## config.mk

```make
export PLATFORM = sky130hd
export DESIGN_NAME = bus_cycle_ctrl
export DESIGN_NICKNAME = d
export VERILOG_FILES = /design/src/rtl/bcc_pkg.sv /design/src/rtl/bcc_sequencer.sv /design/src/rtl/bcc_req_regs.sv /design/src/rtl/bcc_pin_drive.sv /design/src/rtl/bus_cycle_ctrl.sv
export SDC_FILE = /design/constraint.sdc
export NUM_CORES = 1
export LEC_CHECK = 0
export BUFFER_PORTS_ARGS = -buffer_cell sky130_fd_sc_hd__buf_2
export CORE_MARGIN = 10
export CORE_UTILIZATION = 35
export CTS_CLUSTER_DIAMETER = 40
export DETAILED_ROUTE_END_ITERATION = 12
export PLACE_DENSITY = 0.66
export SLEW_MARGIN = 0
export SYNTH_ARGS = -nofsm -noshare
export SYNTH_HDL_FRONTEND = slang
export SYNTH_SLANG_ARGS = --single-unit
```

## constraint.sdc

```tcl
create_clock -name clk -period 1.71 [get_ports clk]
set_input_delay 0.0855 -clock clk [delete_from_list [all_inputs] [get_ports clk]]
set_output_delay 0.0855 -clock clk [all_outputs]
set_load 0.02 [all_outputs]
```

## src/rtl/bcc_pkg.sv

```systemverilog
// Shared types for the bus cycle controller.
// Cycle kinds are coded directly as the status triple {iom, s1, s0}.
package bcc_pkg;

    typedef enum logic [2:0] {
        K_NONE  = 3'b000,
        K_MWR   = 3'b001,
        K_MRD   = 3'b010,
        K_FETCH = 3'b011,
        K_BAD   = 3'b100,
        K_IOWR  = 3'b101,
        K_IORD  = 3'b110,
        K_INTA  = 3'b111
    } kind_e;

    typedef enum logic [2:0] {
        PH_IDLE,
        PH_T1,
        PH_T2,
        PH_T3,
        PH_HOLD,
        PH_HALT,
        PH_RST
    } phase_e;

    // True for the six codes that name a real machine cycle.
    function automatic logic kind_ok(input logic [2:0] k);
        return (k != K_NONE) && (k != K_BAD);
    endfunction

    // True when the cycle takes data from the bus.
    function automatic logic kind_reads(input logic [2:0] k);
        return (k == K_FETCH) || (k == K_MRD) || (k == K_IORD) || (k == K_INTA);
    endfunction

    // True when the cycle pulses the read strobe.
    function automatic logic kind_rd_strobe(input logic [2:0] k);
        return (k == K_FETCH) || (k == K_MRD) || (k == K_IORD);
    endfunction

    // True when the cycle drives write data.
    function automatic logic kind_writes(input logic [2:0] k);
        return (k == K_MWR) || (k == K_IOWR);
    endfunction

endpackage

```

## src/rtl/bcc_sequencer.sv

```systemverilog
// Phase sequencer: steps a three-clock machine cycle and parks the bus in
// idle, hold, halt or reset between cycles.
// Assumes: hold and halt are sampled only between cycles; synchronous
// active-low reset forces the reset phase immediately.
module bcc_sequencer
    import bcc_pkg::*;
(
    input  logic         clk,
    input  logic         rst_n,
    input  logic         req_valid,
    input  logic [2:0]   req_kind,
    input  logic         hold_req,
    input  logic         halt_req,
    output phase_e       phase,
    output logic         accept
);

    phase_e phase_q;
    phase_e phase_nx;

    // Next-phase decision; hold beats halt beats a new request.
    always_comb begin
        accept   = 1'b0;
        phase_nx = phase_q;
        case (phase_q)
            PH_T1:  phase_nx = PH_T2;
            PH_T2:  phase_nx = PH_T3;
            PH_T3:  phase_nx = PH_IDLE;
            PH_RST: phase_nx = PH_IDLE;
            default: begin
                if (hold_req) begin
                    phase_nx = PH_HOLD;
                end else if (halt_req) begin
                    phase_nx = PH_HALT;
                end else if (req_valid && kind_ok(req_kind)) begin
                    phase_nx = PH_T1;
                    accept   = 1'b1;
                end else begin
                    phase_nx = PH_IDLE;
                end
            end
        endcase
    end

    // Phase register with synchronous reset.
    always_ff @(posedge clk) begin
        if (!rst_n) phase_q <= PH_RST;
        else        phase_q <= phase_nx;
    end

    assign phase = phase_q;


    accept_starts_t1_chk: assert property (@(posedge clk) disable iff (!rst_n)
        accept |=> (phase_q == PH_T1));


    t1_to_t2_chk: assert property (@(posedge clk) disable iff (!rst_n)
        (phase_q == PH_T1) |=> (phase_q == PH_T2));


    t3_to_idle_chk: assert property (@(posedge clk) disable iff (!rst_n)
        (phase_q == PH_T3) |=> (phase_q == PH_IDLE));


    hold_waits_chk: assert property (@(posedge clk) disable iff (!rst_n)
        ((phase_q == PH_T2) && hold_req) |=> (phase_q == PH_T3));


    bad_kind_ignored_chk: assert property (@(posedge clk) disable iff (!rst_n)
        (req_valid && !kind_ok(req_kind)) |-> !accept);


    no_accept_in_hold_chk: assert property (@(posedge clk) disable iff (!rst_n)
        hold_req |-> !accept);

endmodule

```

## src/rtl/bcc_req_regs.sv

```systemverilog
// Request and read-data registers: holds the accepted cycle's kind, address
// and write data, and captures the shared lines at the edge that ends T3.
// Assumes: accept is only high when the sequencer is between cycles.
module bcc_req_regs
    import bcc_pkg::*;
#(
    parameter int ADDR_W = 16,
    parameter int DATA_W = 8
) (
    input  logic              clk,
    input  logic              rst_n,
    input  logic              accept,
    input  logic [2:0]        req_kind,
    input  logic [ADDR_W-1:0] req_addr,
    input  logic [DATA_W-1:0] req_wdata,
    input  phase_e            phase,
    input  logic [DATA_W-1:0] ad_in,
    output logic [2:0]        cur_kind,
    output logic [ADDR_W-1:0] cur_addr,
    output logic [DATA_W-1:0] cur_wdata,
    output logic [DATA_W-1:0] rdata,
    output logic              rdata_valid
);

    logic capture;

    // Read data is taken on the edge that leaves T3 of a read-type cycle.
    always_comb capture = (phase == PH_T3) && kind_reads(cur_kind);

    // Latch the request fields when a cycle is accepted.
    always_ff @(posedge clk) begin
        if (!rst_n) begin
            cur_kind  <= K_NONE;
            cur_addr  <= '0;
            cur_wdata <= '0;
        end else if (accept) begin
            cur_kind  <= req_kind;
            cur_addr  <= req_addr;
            cur_wdata <= req_wdata;
        end
    end

    // Capture read data and flag it for one clock.
    always_ff @(posedge clk) begin
        if (!rst_n) begin
            rdata       <= '0;
            rdata_valid <= 1'b0;
        end else begin
            rdata_valid <= capture;
            if (capture) rdata <= ad_in;
        end
    end


    rdata_after_t3_chk: assert property (@(posedge clk) disable iff (!rst_n)
        rdata_valid |-> (phase == PH_IDLE));


    fields_stable_chk: assert property (@(posedge clk) disable iff (!rst_n)
        (phase == PH_T2) |-> $stable(cur_addr) && $stable(cur_kind));

endmodule

```

## src/rtl/bcc_pin_drive.sv

```systemverilog
// Pin decoder: turns the phase and the latched request into pin values and
// output enables for the pad ring.
// Assumes: an enable of 0 means the pad floats; values under a 0 enable are
// don't-care and held at a fixed level here.
module bcc_pin_drive
    import bcc_pkg::*;
#(
    parameter int ADDR_W = 16,
    parameter int DATA_W = 8
) (
    input  logic                     clk,
    input  logic                     rst_n,
    input  phase_e                   phase,
    input  logic [2:0]               cur_kind,
    input  logic [ADDR_W-1:0]        cur_addr,
    input  logic [DATA_W-1:0]        cur_wdata,
    output logic [DATA_W-1:0]        ad_out,
    output logic                     ad_oe,
    output logic [ADDR_W-DATA_W-1:0] addr_hi,
    output logic                     addr_hi_oe,
    output logic                     ale,
    output logic                     iom,
    output logic                     s1,
    output logic                     s0,
    output logic                     iom_oe,
    output logic                     rd_n,
    output logic                     wr_n,
    output logic                     ctl_oe,
    output logic                     inta_n,
    output logic                     busy
);

    localparam int HI_W = ADDR_W - DATA_W;

    logic in_cycle;
    logic data_phase;
    logic [2:0] status;

    // Cycle and data-phase flags.
    always_comb begin
        in_cycle   = (phase == PH_T1) || (phase == PH_T2) || (phase == PH_T3);
        data_phase = (phase == PH_T2) || (phase == PH_T3);
    end

    // Address, status and enable decode by phase.
    always_comb begin
        ale        = 1'b0;
        ad_oe      = 1'b0;
        ad_out     = '0;
        addr_hi    = cur_addr[ADDR_W-1 -: HI_W];
        addr_hi_oe = 1'b0;
        status     = 3'b000;
        iom_oe     = 1'b0;
        ctl_oe     = 1'b0;
        case (phase)
            PH_IDLE, PH_T1, PH_T2, PH_T3: begin
                addr_hi_oe = 1'b1;
                status     = cur_kind;
                iom_oe     = 1'b1;
                ctl_oe     = 1'b1;
                if (phase == PH_T1) begin
                    ale    = 1'b1;
                    ad_oe  = 1'b1;
                    ad_out = cur_addr[DATA_W-1:0];
                end else if (data_phase && kind_writes(cur_kind)) begin
                    ad_oe  = 1'b1;
                    ad_out = cur_wdata;
                end
            end
            PH_HALT: ctl_oe = 1'b1;
            default: ctl_oe = 1'b0;
        endcase
    end

    // Strobes are active only in the data phase of a matching cycle.
    always_comb begin
        rd_n   = !(data_phase && kind_rd_strobe(cur_kind));
        wr_n   = !(data_phase && kind_writes(cur_kind));
        inta_n = !(data_phase && (cur_kind == K_INTA));
    end

    assign iom  = status[2];
    assign s1   = status[1];
    assign s0   = status[0];
    assign busy = in_cycle;


    ale_single_clock_chk: assert property (@(posedge clk) disable iff (!rst_n)
        ale |=> !ale);


    ale_with_address_chk: assert property (@(posedge clk) disable iff (!rst_n)
        ale |-> (ad_oe && addr_hi_oe && busy));


    one_strobe_chk: assert property (@(posedge clk) disable iff (!rst_n)
        $countones({ctl_oe & ~rd_n, ctl_oe & ~wr_n, ~inta_n}) <= 1);


    write_drives_bus_chk: assert property (@(posedge clk) disable iff (!rst_n)
        (ctl_oe && !wr_n) |-> ad_oe);


    read_releases_bus_chk: assert property (@(posedge clk) disable iff (!rst_n)
        ((ctl_oe && !rd_n) || !inta_n) |-> !ad_oe);


    floated_means_quiet_chk: assert property (@(posedge clk) disable iff (!rst_n)
        !addr_hi_oe |-> (!ad_oe && !busy && inta_n && !ale));


    halt_levels_chk: assert property (@(posedge clk) disable iff (!rst_n)
        (!iom_oe && ctl_oe) |-> (rd_n && wr_n && !s1 && !s0));

endmodule

```

## src/rtl/bus_cycle_ctrl.sv

```systemverilog
// Bus cycle controller top: runs one three-clock machine cycle per accepted
// request on a multiplexed low address/data bus plus an upper address bus,
// and floats selected pins in hold, halt and reset.
// Assumes: pads build tristates from the value/enable pairs.
module bus_cycle_ctrl
    import bcc_pkg::*;
#(
    parameter int ADDR_W = 16,
    parameter int DATA_W = 8
) (
    input  logic                     clk,
    input  logic                     rst_n,
    input  logic                     req_valid,
    input  logic [2:0]               req_kind,
    input  logic [ADDR_W-1:0]        req_addr,
    input  logic [DATA_W-1:0]        req_wdata,
    input  logic                     hold_req,
    input  logic                     halt_req,
    input  logic [DATA_W-1:0]        ad_in,
    output logic [DATA_W-1:0]        ad_out,
    output logic                     ad_oe,
    output logic [ADDR_W-DATA_W-1:0] addr_hi,
    output logic                     addr_hi_oe,
    output logic                     ale,
    output logic                     iom,
    output logic                     s1,
    output logic                     s0,
    output logic                     iom_oe,
    output logic                     rd_n,
    output logic                     wr_n,
    output logic                     ctl_oe,
    output logic                     inta_n,
    output logic                     busy,
    output logic [DATA_W-1:0]        rdata,
    output logic                     rdata_valid
);

    phase_e            phase;
    logic              accept;
    logic [2:0]        cur_kind;
    logic [ADDR_W-1:0] cur_addr;
    logic [DATA_W-1:0] cur_wdata;

    bcc_sequencer u_seq (
        .clk       (clk),
        .rst_n     (rst_n),
        .req_valid (req_valid),
        .req_kind  (req_kind),
        .hold_req  (hold_req),
        .halt_req  (halt_req),
        .phase     (phase),
        .accept    (accept)
    );

    bcc_req_regs #(.ADDR_W(ADDR_W), .DATA_W(DATA_W)) u_regs (
        .clk         (clk),
        .rst_n       (rst_n),
        .accept      (accept),
        .req_kind    (req_kind),
        .req_addr    (req_addr),
        .req_wdata   (req_wdata),
        .phase       (phase),
        .ad_in       (ad_in),
        .cur_kind    (cur_kind),
        .cur_addr    (cur_addr),
        .cur_wdata   (cur_wdata),
        .rdata       (rdata),
        .rdata_valid (rdata_valid)
    );

    bcc_pin_drive #(.ADDR_W(ADDR_W), .DATA_W(DATA_W)) u_pins (
        .clk        (clk),
        .rst_n      (rst_n),
        .phase      (phase),
        .cur_kind   (cur_kind),
        .cur_addr   (cur_addr),
        .cur_wdata  (cur_wdata),
        .ad_out     (ad_out),
        .ad_oe      (ad_oe),
        .addr_hi    (addr_hi),
        .addr_hi_oe (addr_hi_oe),
        .ale        (ale),
        .iom        (iom),
        .s1         (s1),
        .s0         (s0),
        .iom_oe     (iom_oe),
        .rd_n       (rd_n),
        .wr_n       (wr_n),
        .ctl_oe     (ctl_oe),
        .inta_n     (inta_n),
        .busy       (busy)
    );


    reset_quiet_chk: assert property (@(posedge clk)
        !rst_n |=> (inta_n && !iom_oe && !addr_hi_oe && !ad_oe && !ctl_oe && !busy));

endmodule

```

## Word level (Yosys, flattened, before mapping)

Cells that the tools add are included.

- Eq/ne operators: 12
- Mux-type cells: 19
- Reductions and logical operators: 22

Operators with widths:

| cell | number |
|---|---|
| $mux 8 | 3 |
| $eq 3x3->1 const B | 5 |
| $eq 3x2->1 const B | 4 |
| $mux 1 | 12 |
| $mux 3 | 3 |
| $pmux 3 s3 | 1 |
| $reduce_or 4->1 | 2 |
| $logic_or 1x1->1 | 7 |
| $eq 3x1->1 const B | 2 |
| $logic_and 1x1->1 | 6 |
| $reduce_or 5->1 | 1 |
| $logic_not 1->1 | 3 |
| $logic_not 3->1 | 1 |
| $ne 3x3->1 const B | 1 |
| $reduce_bool 3->1 | 1 |
| $reduce_or 2->1 | 1 |

- Register bits after elaboration: 39
- Input bits: 40
- Word-level logic and storage cells: 59

## Depth between registers and ports, before layout

Gate-level depths: netlist of the first run.

- Depth after elaboration: 7
- Depth in mapped cells: 6

## Hierarchy

From an unflattened synthesis of the first run, not the netlist that was laid out.

- Cell total of the unflattened synthesis: 178
- Area total of the unflattened synthesis: 1853.0 um^2

Modules (own cells, without submodules):

| module | instances | cells an instance | area each (um^2) | seq. area each (um^2) |
|---|---|---|---|---|
| bcc_req_regs | 1 | 125 | 1403.8 | 720.7 |
| bcc_pin_drive | 1 | 35 | 290.3 | 0.0 |
| bcc_sequencer | 1 | 18 | 158.9 | 60.1 |

## Worst setup path after synthesis of the first run

Ideal clock, no wire load.

- Path kind: register to output
- Start: register u_seq.phase_q[1], in the netlist u_seq.phase[1]
- End: output ad_out[0]
- Data arrival time: 1.295 ns
- Required time: 1.624 ns
- Slack: 0.330 ns
- Stages on the path, launching flop included: 6
- Path buffers: 2
- Cell sequence: dfxtp_1 buf_2 nor4bb_1 buf_2 a22oi_1 nor2_1

- Longest elaborated chain between the ends: 6
- Elaborated cells on any way between the ends: 10

Ends and longest elaborated chain:

| what | RTL line | source |
|---|---|---|
| start: declaration | bcc_sequencer.sv:18 | `phase_e phase_q;` |
| start signal: assignment | bcc_sequencer.sv:48 | `else phase_q <= phase_nx;` |
| $eq 3x2->1 | bcc_pin_drive.sv:42, bcc_pin_drive.sv:55 |  |
| $logic_or 1x1->1 | bcc_pin_drive.sv:42 | `data_phase = (phase == PH_T2) \|\| (phase == PH_T3);` |
| $logic_and 1x1->1 | bcc_pin_drive.sv:65 | `end else if (data_phase && kind_writes(cur_kind)) begin` |
| $mux 8 | bcc_pin_drive.sv:65 |  |
| $mux 8 | bcc_pin_drive.sv:61 | `if (phase == PH_T1) begin` |
| $mux 8 (*) | bcc_pin_drive.sv:55 | `case (phase)` |
| end: declaration | bus_cycle_ctrl.sv:20 | `output logic [DATA_W-1:0] ad_out,` |

Mark *: on every way between the ends. The rest lies on a longest branch, timed or not.

## Final worst setup path of the first run

- Start: register u_regs.cur_kind[0]
- End: output ad_out[0]

- Longest elaborated chain between the ends: 6
- Elaborated cells on any way between the ends: 7

Ends and longest elaborated chain:

| what | RTL line | source |
|---|---|---|
| start: declaration | bcc_req_regs.sv:18 | `output logic [2:0] cur_kind,` |
| start signal: assignment | bcc_req_regs.sv:37 | `cur_kind <= req_kind;` |
| $eq 3x1->1 / $eq 3x3->1 (equally long branches) | bcc_pkg.sv:43 | `return (k == K_MWR) \|\| (k == K_IOWR);` |
| $logic_or 1x1->1 (*) | bcc_pkg.sv:43 |  |
| $logic_and 1x1->1 (*) | bcc_pin_drive.sv:65 |  |
| $mux 8 (*) | bcc_pin_drive.sv:65 |  |
| $mux 8 (*) | bcc_pin_drive.sv:61 |  |
| $mux 8 (*) | bcc_pin_drive.sv:55 |  |

Marks and branches as above.

==> results of run 1 <==
-- kinds of logic after synthesis --
logic type | after synthesis | share of synthesized area [%]
AO/OA/AOI/OAI | 23 | 8.974
buffers and inverters | 29 | 10.66
flip-flops | 39 | 42.11
multiplexers | 27 | 14.57
AND/OR/NAND/NOR | 102 | 23.68
-- through the flow --
stage	instances	hold slack, ns	utilization (%)	power, W
final	361	0.02996	46.89	0.001799
after global routing	361	0.03004	46.89	0.001881
after CTS	358	0.01928	45.81	0.001817
after detailed placement	350	0.3316	44.07	0.001197
after global placement	350	0.3250	44.07	0.001195
after floorplan	220	0.2204	-	0.001109
-- repair_timing --
item                       in CTS  in global routing
setup endpoints to repair       0                  7
buffers inserted                0                  2
hold buffers                    0                  0
resized for setup               0                 12
-- area by class of cell --
class / instances / area (µm²) / area share (%)
timing repair buffer: 88 / 510.5 / 21.32
tap: 70 / 87.58 / 3.657
clock inverter: 3 / 20.02 / 0.8359
inverter: 4 / 15.01 / 0.6270
sequential: 39 / 789.5 / 32.97
clock buffer: 5 / 68.82 / 2.874
multi-input combinational: 152 / 903.4 / 37.72
-- flip-flops by register name, indices dropped and copies added (netlist names) --
| name | cells |
|---|---|
| u_regs.rdata_valid | 1 |
| u_regs.cur_wdata | 8 |
| u_regs.cur_kind | 3 |
| u_regs.cur_addr | 16 |
| u_seq.phase | 3 |
| u_regs.rdata | 8 |
-- report_power, final --
part	internal (W)	switching (W)	leakage, nW	total (W)
Clock	0.000284	0.000333	0.0402	0.000617
Sequential	0.000927	0.0000189	0.317	0.000946
Combinational	0.000111	0.000124	0.685	0.000235
-- routing by layer --
metal | part of all wire (%) | vias up | GRT usage (%) | wire length, µm
met5 | 0.15 | - | 0 | 7
met3 | 6.0 | 6 | 3.955 | 287
li1 | - | 844 | - | -
met1 | 44 | 691 | 12.37 | 2095
met4 | 1.1 | 2 | 4.627 | 54
met2 | 49 | 43 | 18.75 | 2358
-- worst max-delay path: cells and delay by family (launching register included) --
family	cells	cell delay, ns
buf+inv	2	0.37
flops	1	0.36
simple gates	2	0.46
compound gates	1	0.08
-- worst max path at each step --
stage	to	cells after the start
floorplan	ad_out[0]	5
global placement	u_regs.cur_addr[10]	4
detailed placement	u_regs.cur_addr[15]	4
CTS	ad_out[7]	5
global route	ad_out[0]	5
finish	ad_out[0]	5
-- synthesized netlist by cell type --
cell      count  area, µm²
a22oi_1       8      60.06
and2_1        2      12.51
o21ai_0       3      15.01
nor4bb_1      1      10.01
buf_2         5      25.02
o211ai_1      1      7.510
nand2_1      76      285.3
nand3_1       1      5.000
buf_1         2      7.510
o21a_1        1      7.510
nor2b_1       4      25.02
a221oi_1      1      8.760
nand4b_1      1      8.760
a21boi_1      6      45.04
and4b_1       1      10.01
mux2i_1      27      270.3
a21o_1        1      7.510
dfxtp_1      39      780.8
clkbuf_1      6      22.52
buf_4         9      67.56
a21boi_0      2      15.01
inv_1         4      15.01
nand2b_1      2      12.51
nand2b_4      1      13.76
buf_12        3      60.06
nor2_1       12      45.04
and4_4        1      11.26
==> results.md, run 1 <==
Status
* finished clean — run status

Placed design
* 3583 µm — Detail Placement HPWL
* 2251 µm² — area post-placement
* 0.7284 — routability cong.
* 76 — I/O Buffers
* 0.2740 ns — post-placement setup slack

STA
* 0 — count of final max-slew check failures
* 0.008408 ns — Clock Skew
* 612.1 MHz — highest clock frequency the design can meet
* 76.13% — Slew HR
* yes — RSZ-0062 raised after global routing
* 0.3561 ns — Slew @ Worst Pin
* 1.634 ns — post-layout minimum cycle time
* 0.07640 ns — final setup slack of the worst path
* 0 — final setup fails
* 0 ns — sum of negative setup slack
* 0 — hold violation total from the final report
* 95.53% — Period Utilization, post-route

Finish
* nand2_1 — commonest non-fill, non-tap cell in the layout
* 330 — number of nets at the end of the flow
* 29.15% — area added between synthesis and finish
* 2395 µm² — final design instance area without fill
* 521 — Filler cells
* nand2_1 (76), buf_2 (75), dfxtp_1 (36), mux2i_1 (27), nor2_1 (11) — commonest non-fill, non-tap cells in the layout
* 36.08% — fraction of final layout cells sized beyond drive strength 1
* 0 — ANT cells

Min path
* req_addr[8] — HP Start
* 3 — worst hold path cell count
* in -> reg — kind of path behind the tightest hold check
* u_regs.cur_addr[8] — capture endpoint of the worst hold path

Global routing
* 1624 — vias in the first global route
* 1 — antenna violations before repair
* 35 — largest net degree at the start of global routing
* 11.11% — GRT Resource Usage Total
* 0 — total congestion overflow
* 7817 µm — first-pass GRT wire length

Setup path
* flip-flop — Startpoint Class
* 0.36 ns — delay of the slowest critical-path stage
* nor4bb_4 -> buf_4 -> a22oi_2 -> nor2_1 -> buf_4 — CP cell instances
* u_regs.cur_kind[0] — worst setup path startpoint
* u_regs.cur_wdata[2] — Reg-to-Reg End
* 0.29 ns — slack of the worst reg-to-reg path
* 1.62 ns — Crit path required time
* output port — kind of capture point of the worst setup path
* dfxtp_4 — master of the slowest instance on the critical path
* reg -> out — WS Path Type
* 1.55 ns — Data arrival, critical path
* buf_4 — cell type with the highest occurrence count on the critical path
* u_seq.phase[0] — launch instance of the worst register-to-register path
* 5 — crit path max fanout
* 4 — depth of the worst register-to-register path

Floorplan
* 5107 µm² — core region area
* 92.79 µm — die width
* 92.79 µm — die height
* 36.31% — initial standard-cell utilization of the core
* 8609 µm² — DIE AREA
* 26 — site row count
* 77 — number of placed I/O pins

Yosys
* 27 — Distinct cells, synth
* 1854 µm² — synthesized cell area
* 39 — post-synthesis register bit count
* 8.429 µm² — Avg Cell Area, Syn
* 0 — yosys warns
* 260 — Synth Net Count
* 42.11% — sequential area share after synthesis
* 220 — gate count after technology mapping

Route
* 0 — Remaining DRCs
* 1586 — via count
* 0 — count of nets left with antenna violations after detail routing
* 86 — Initial DRC Count
* 13.30 µm — detail-routed net length per standard cell
* 4803 µm — detailed-route wire length
* 4.393 — detailed-route vias per instance
* 4 — length of the first detailed-routing pass in iterations

Power and ir drop
* 0.4491 mV — peak supply drop
* 1.043 nW — Static Leakage
* 751.1 nW/µm² — Pwr Density

Clock tree
* 0.29 ns — insertion delay of the later-clocked pin in the worst-skew pair
* 39 — count of clock tree sinks
* done — CTS tree
* 2 — H-tree lvl count
* 5 — Inserted Clock Buffers
* 2 — maximum buffer depth of the clock tree
* clkbuf_8 — clock root buffer
* 0.08 ns — Worst-path clk slew

Flow run
* 0 — count of max-cap constraint violations

Power figures use the tool's default switching activity.
==> run 2, diff against run 1 <==
--- a/config.mk
+++ b/config.mk
@@ -10,6 +10,7 @@
 export CORE_UTILIZATION = 35
 export CTS_CLUSTER_DIAMETER = 40
 export DETAILED_ROUTE_END_ITERATION = 12
+export MAX_ROUTING_LAYER = met4
 export PLACE_DENSITY = 0.66
 export SLEW_MARGIN = 0
 export SYNTH_ARGS = -nofsm -noshare
==> run 2 against run 1 <==
  * Combinational power about the same
  * Non-clock buffer count unchanged
  * Design area grew 0.10%
  * Utilization hardly changed
  * Die area is the same
  * Register-to-register slack about the same
  * Largest cell class unchanged
  * Via count is 0.63% higher
  * Critical path depth unchanged
  * Fmax up 0.27%
  * First-iteration DRC count fell by 22%
  * Sequential power hardly changed
  * Wire length hardly changed
==> results.md, run 2 (synthesis results as in run 1) <==
Power and ir drop
* 0.0004742 W — power dissipated by switching net loads, -0.48%
* 34.2% — clock share of power, about the same
* 13.1% — part of the power in combinational logic, about the same
* 0.4488 mV — peak supply drop, about the same
* 0.001796 W — overall power consumption, -0.13%
* 52.7% — sequential share of power, about the same
* 0.001322 W — internal power, about the same
* 1.043 nW — Static Leakage, about the same
* 26.40% — switch share, -0.094 points
* 749.3 nW/µm² — Pwr Density, -0.23%

Status
* finished clean — run status

Clock tree
* 2 — maximum buffer depth of the clock tree, unchanged
* 0.08 ns — Worst-path clk slew, about the same
* clkbuf_8 — clock root buffer
* 39 — count of clock tree sinks, unchanged
* 5 — Inserted Clock Buffers, unchanged
* done — CTS tree
* 0.29 ns — insertion delay of the later-clocked pin in the worst-skew pair, about the same
* 2 — H-tree lvl count, unchanged

STA
* 0.3562 ns — Slew @ Worst Pin, +0.00005400 ns
* 613.8 MHz — highest clock frequency the design can meet, +0.27%
* 0 — hold violation total from the final report, unchanged
* 95.27% — Period Utilization, post-route, -0.26 points
* yes — RSZ-0062 raised after global routing
* 0.008530 ns — Clock Skew, +0.0001221 ns
* 0 — final setup fails, unchanged
* 0 — count of final max-slew check failures, unchanged
* 0.03039 ns — final hold slack, +0.0004290 ns
* 76.13% — Slew HR, about the same
* 1.629 ns — post-layout minimum cycle time, -0.004405 ns

Placed design
* 3583 µm — Detail Placement HPWL, unchanged
* 76 — I/O Buffers, unchanged
* 350 — number of placed instances, taps included, unchanged
* 2251 µm² — area post-placement, unchanged
* 0.7371 — routability cong., +1.2%

Setup path
* 1.54 ns — Data arrival, critical path, about the same
* 2 — count of buffering cells on the critical path with inverters included, unchanged
* 0.29 ns — slack of the worst reg-to-reg path, about the same
* 0.36 ns — delay of the slowest critical-path stage, about the same
* nor4bb_4 -> buf_2 -> a22oi_1 -> nor2_1 -> buf_2 — CP cell instances
* output port — kind of capture point of the worst setup path
* u_seq.phase[0] — launch instance of the worst register-to-register path
* 4 — depth of the worst register-to-register path, unchanged
* flip-flop — Startpoint Class
* u_regs.cur_wdata[2] — Reg-to-Reg End
* simple AND/OR/NAND/NOR gates — kind of cell adding the most delay to the critical path
* buf_2 — cell type with the highest occurrence count on the critical path
* 1.62 ns — Crit path required time, about the same
* reg -> out — WS Path Type
* 4 — crit path max fanout, -1
* dfxtp_4 — master of the slowest instance on the critical path

Min path
* u_regs.cur_addr[8] — capture endpoint of the worst hold path
* req_addr[8] — HP Start
* in -> reg — kind of path behind the tightest hold check
* 3 — worst hold path cell count, unchanged

Route
* 67 — Initial DRC Count, -22%
* 0 — Remaining DRCs, unchanged
* 4 — length of the first detailed-routing pass in iterations, unchanged
* 4.409 — detailed-route vias per instance, +0.35%
* 0 — count of nets left with antenna violations after detail routing, unchanged
* 4807 µm — detailed-route wire length, about the same
* 1596 — via count, +0.63%
* 13.28 µm — detail-routed net length per standard cell, -0.19%

Finish
* nand2_1 — commonest non-fill, non-tap cell in the layout
* 330 — number of nets at the end of the flow, unchanged
* 29.28% — area added between synthesis and finish
* 36.08% — fraction of final layout cells sized beyond drive strength 1, unchanged
* 903.4 µm² — multi-input combinational cell area, unchanged
* 362 — number of cells in the finished layout apart from fillers, +0.28%
* 2397 µm² — final design instance area without fill, +0.10%
* 522 — Filler cells, +0.19%
* u_regs.cur_addr (16), u_regs.cur_wdata (8), u_regs.rdata (8) — Regs by FF count
* 789.5 µm² — sequential cell area, unchanged
* 16 — number of flip-flops under the largest register name, unchanged
* nand2_1 (76), buf_2 (75), dfxtp_1 (36), mux2i_1 (27), nor2_1 (11) — commonest non-fill, non-tap cells in the layout
* u_regs.cur_addr — register name with the most flops

Global routing
* 35 — largest net degree at the start of global routing, unchanged
* 7817 µm — first-pass GRT wire length, unchanged
* 0 — total congestion overflow, unchanged
* 1626 — vias in the first global route, +0.12%
* 1 — antenna violations before repair, unchanged
* 11.43% — GRT Resource Usage Total, +0.32 points

Floorplan
* 92.79 µm — die width, unchanged
* 36.31% — initial standard-cell utilization of the core, unchanged
* 77 — number of placed I/O pins, unchanged
* 26 — site row count, unchanged
* 92.79 µm — die height, unchanged
* 8609 µm² — DIE AREA, unchanged
* 5107 µm² — core region area, unchanged

Flow run
* 0 — count of max-cap constraint violations, unchanged

run 2: changes by cell type in the layout (fill, tap and decap cells not counted), sizes merged:
cell / delta
diode: +1
run 2: what timing repair did:
action / in CTS / in global routing
setup buffers: 0 / 2
hold buffers: 0 / 0
resized for setup: 0 / 12
setup endpoints to repair: 0 / 7
run 2: power by group through the flow:
| stage | Sequential (W) | Combinational (W) | Clock (W) |
|---|---|---|---|
| 2_1_floorplan | 0.000960 | 0.000150 | 0 |
| 3_3_place_gp | 0.000966 | 0.000228 | 0 |
| 3_5_place_dp | 0.000968 | 0.000230 | 0 |
| 4_1_cts | 0.000947 | 0.000231 | 0.000640 |
| 5_1_grt | 0.000950 | 0.000261 | 0.000671 |
| 6_report | 0.000946 | 0.000236 | 0.000614 |
run 2: routing by layer:
layer  part of all wire, %  GRT usage [%]  wire (µm)  vias to the layer above
met2                    48          18.75       2307                       45
met3                   6.1          3.793        294                        5
li1                      -              -          -                      847
met5                     0              -          0                        -
met4                   1.3          4.627         61                        0
met1                    45          12.46       2144                      699
run 2: layout make-up:
cell class | count | share of cell area [%]
antenna | 1 | 0.1044
inverter | 4 | 0.6263
clock inverter | 3 | 0.8351
timing repair buffer | 88 | 21.29
sequential | 39 | 32.93
tap | 70 | 3.653
multi-input combinational | 152 | 37.68
clock buffer | 5 | 2.871
run 2: worst register-to-register path: stages (launching register included):
cell and delay, ns:
dfxtp_1 0.44, nand2b_4 0.19, and4_4 0.36, buf_12 0.17, mux2i_1 0.19
run 2: worst max path at each step:
stage                                      to          startpoint  cells past startpoint
after floorplan                     ad_out[0]      u_seq.phase[1]                      5
after global placement    u_regs.cur_addr[10]      u_seq.phase[2]                      4
after detailed placement  u_regs.cur_addr[15]      u_seq.phase[2]                      4
after CTS                           ad_out[7]      u_seq.phase[1]                      5
after global routing                ad_out[0]  u_regs.cur_kind[0]                      5
final                               ad_out[1]  u_regs.cur_kind[0]                      5
run 2: through the flow:
| step | utilization (%) | worst slack (ns) | setup TNS [ns] |
|---|---|---|---|
| floorplan | - | 0.3296 | 0 |
| global placement | 44.07 | 0.3175 | 0 |
| detailed placement | 44.07 | 0.2740 | 0 |
| CTS | 45.81 | 0.03734 | 0 |
| global route | 46.94 | -0.003187 | -0.003187 |
| finish | 46.94 | 0.08080 | 0 |
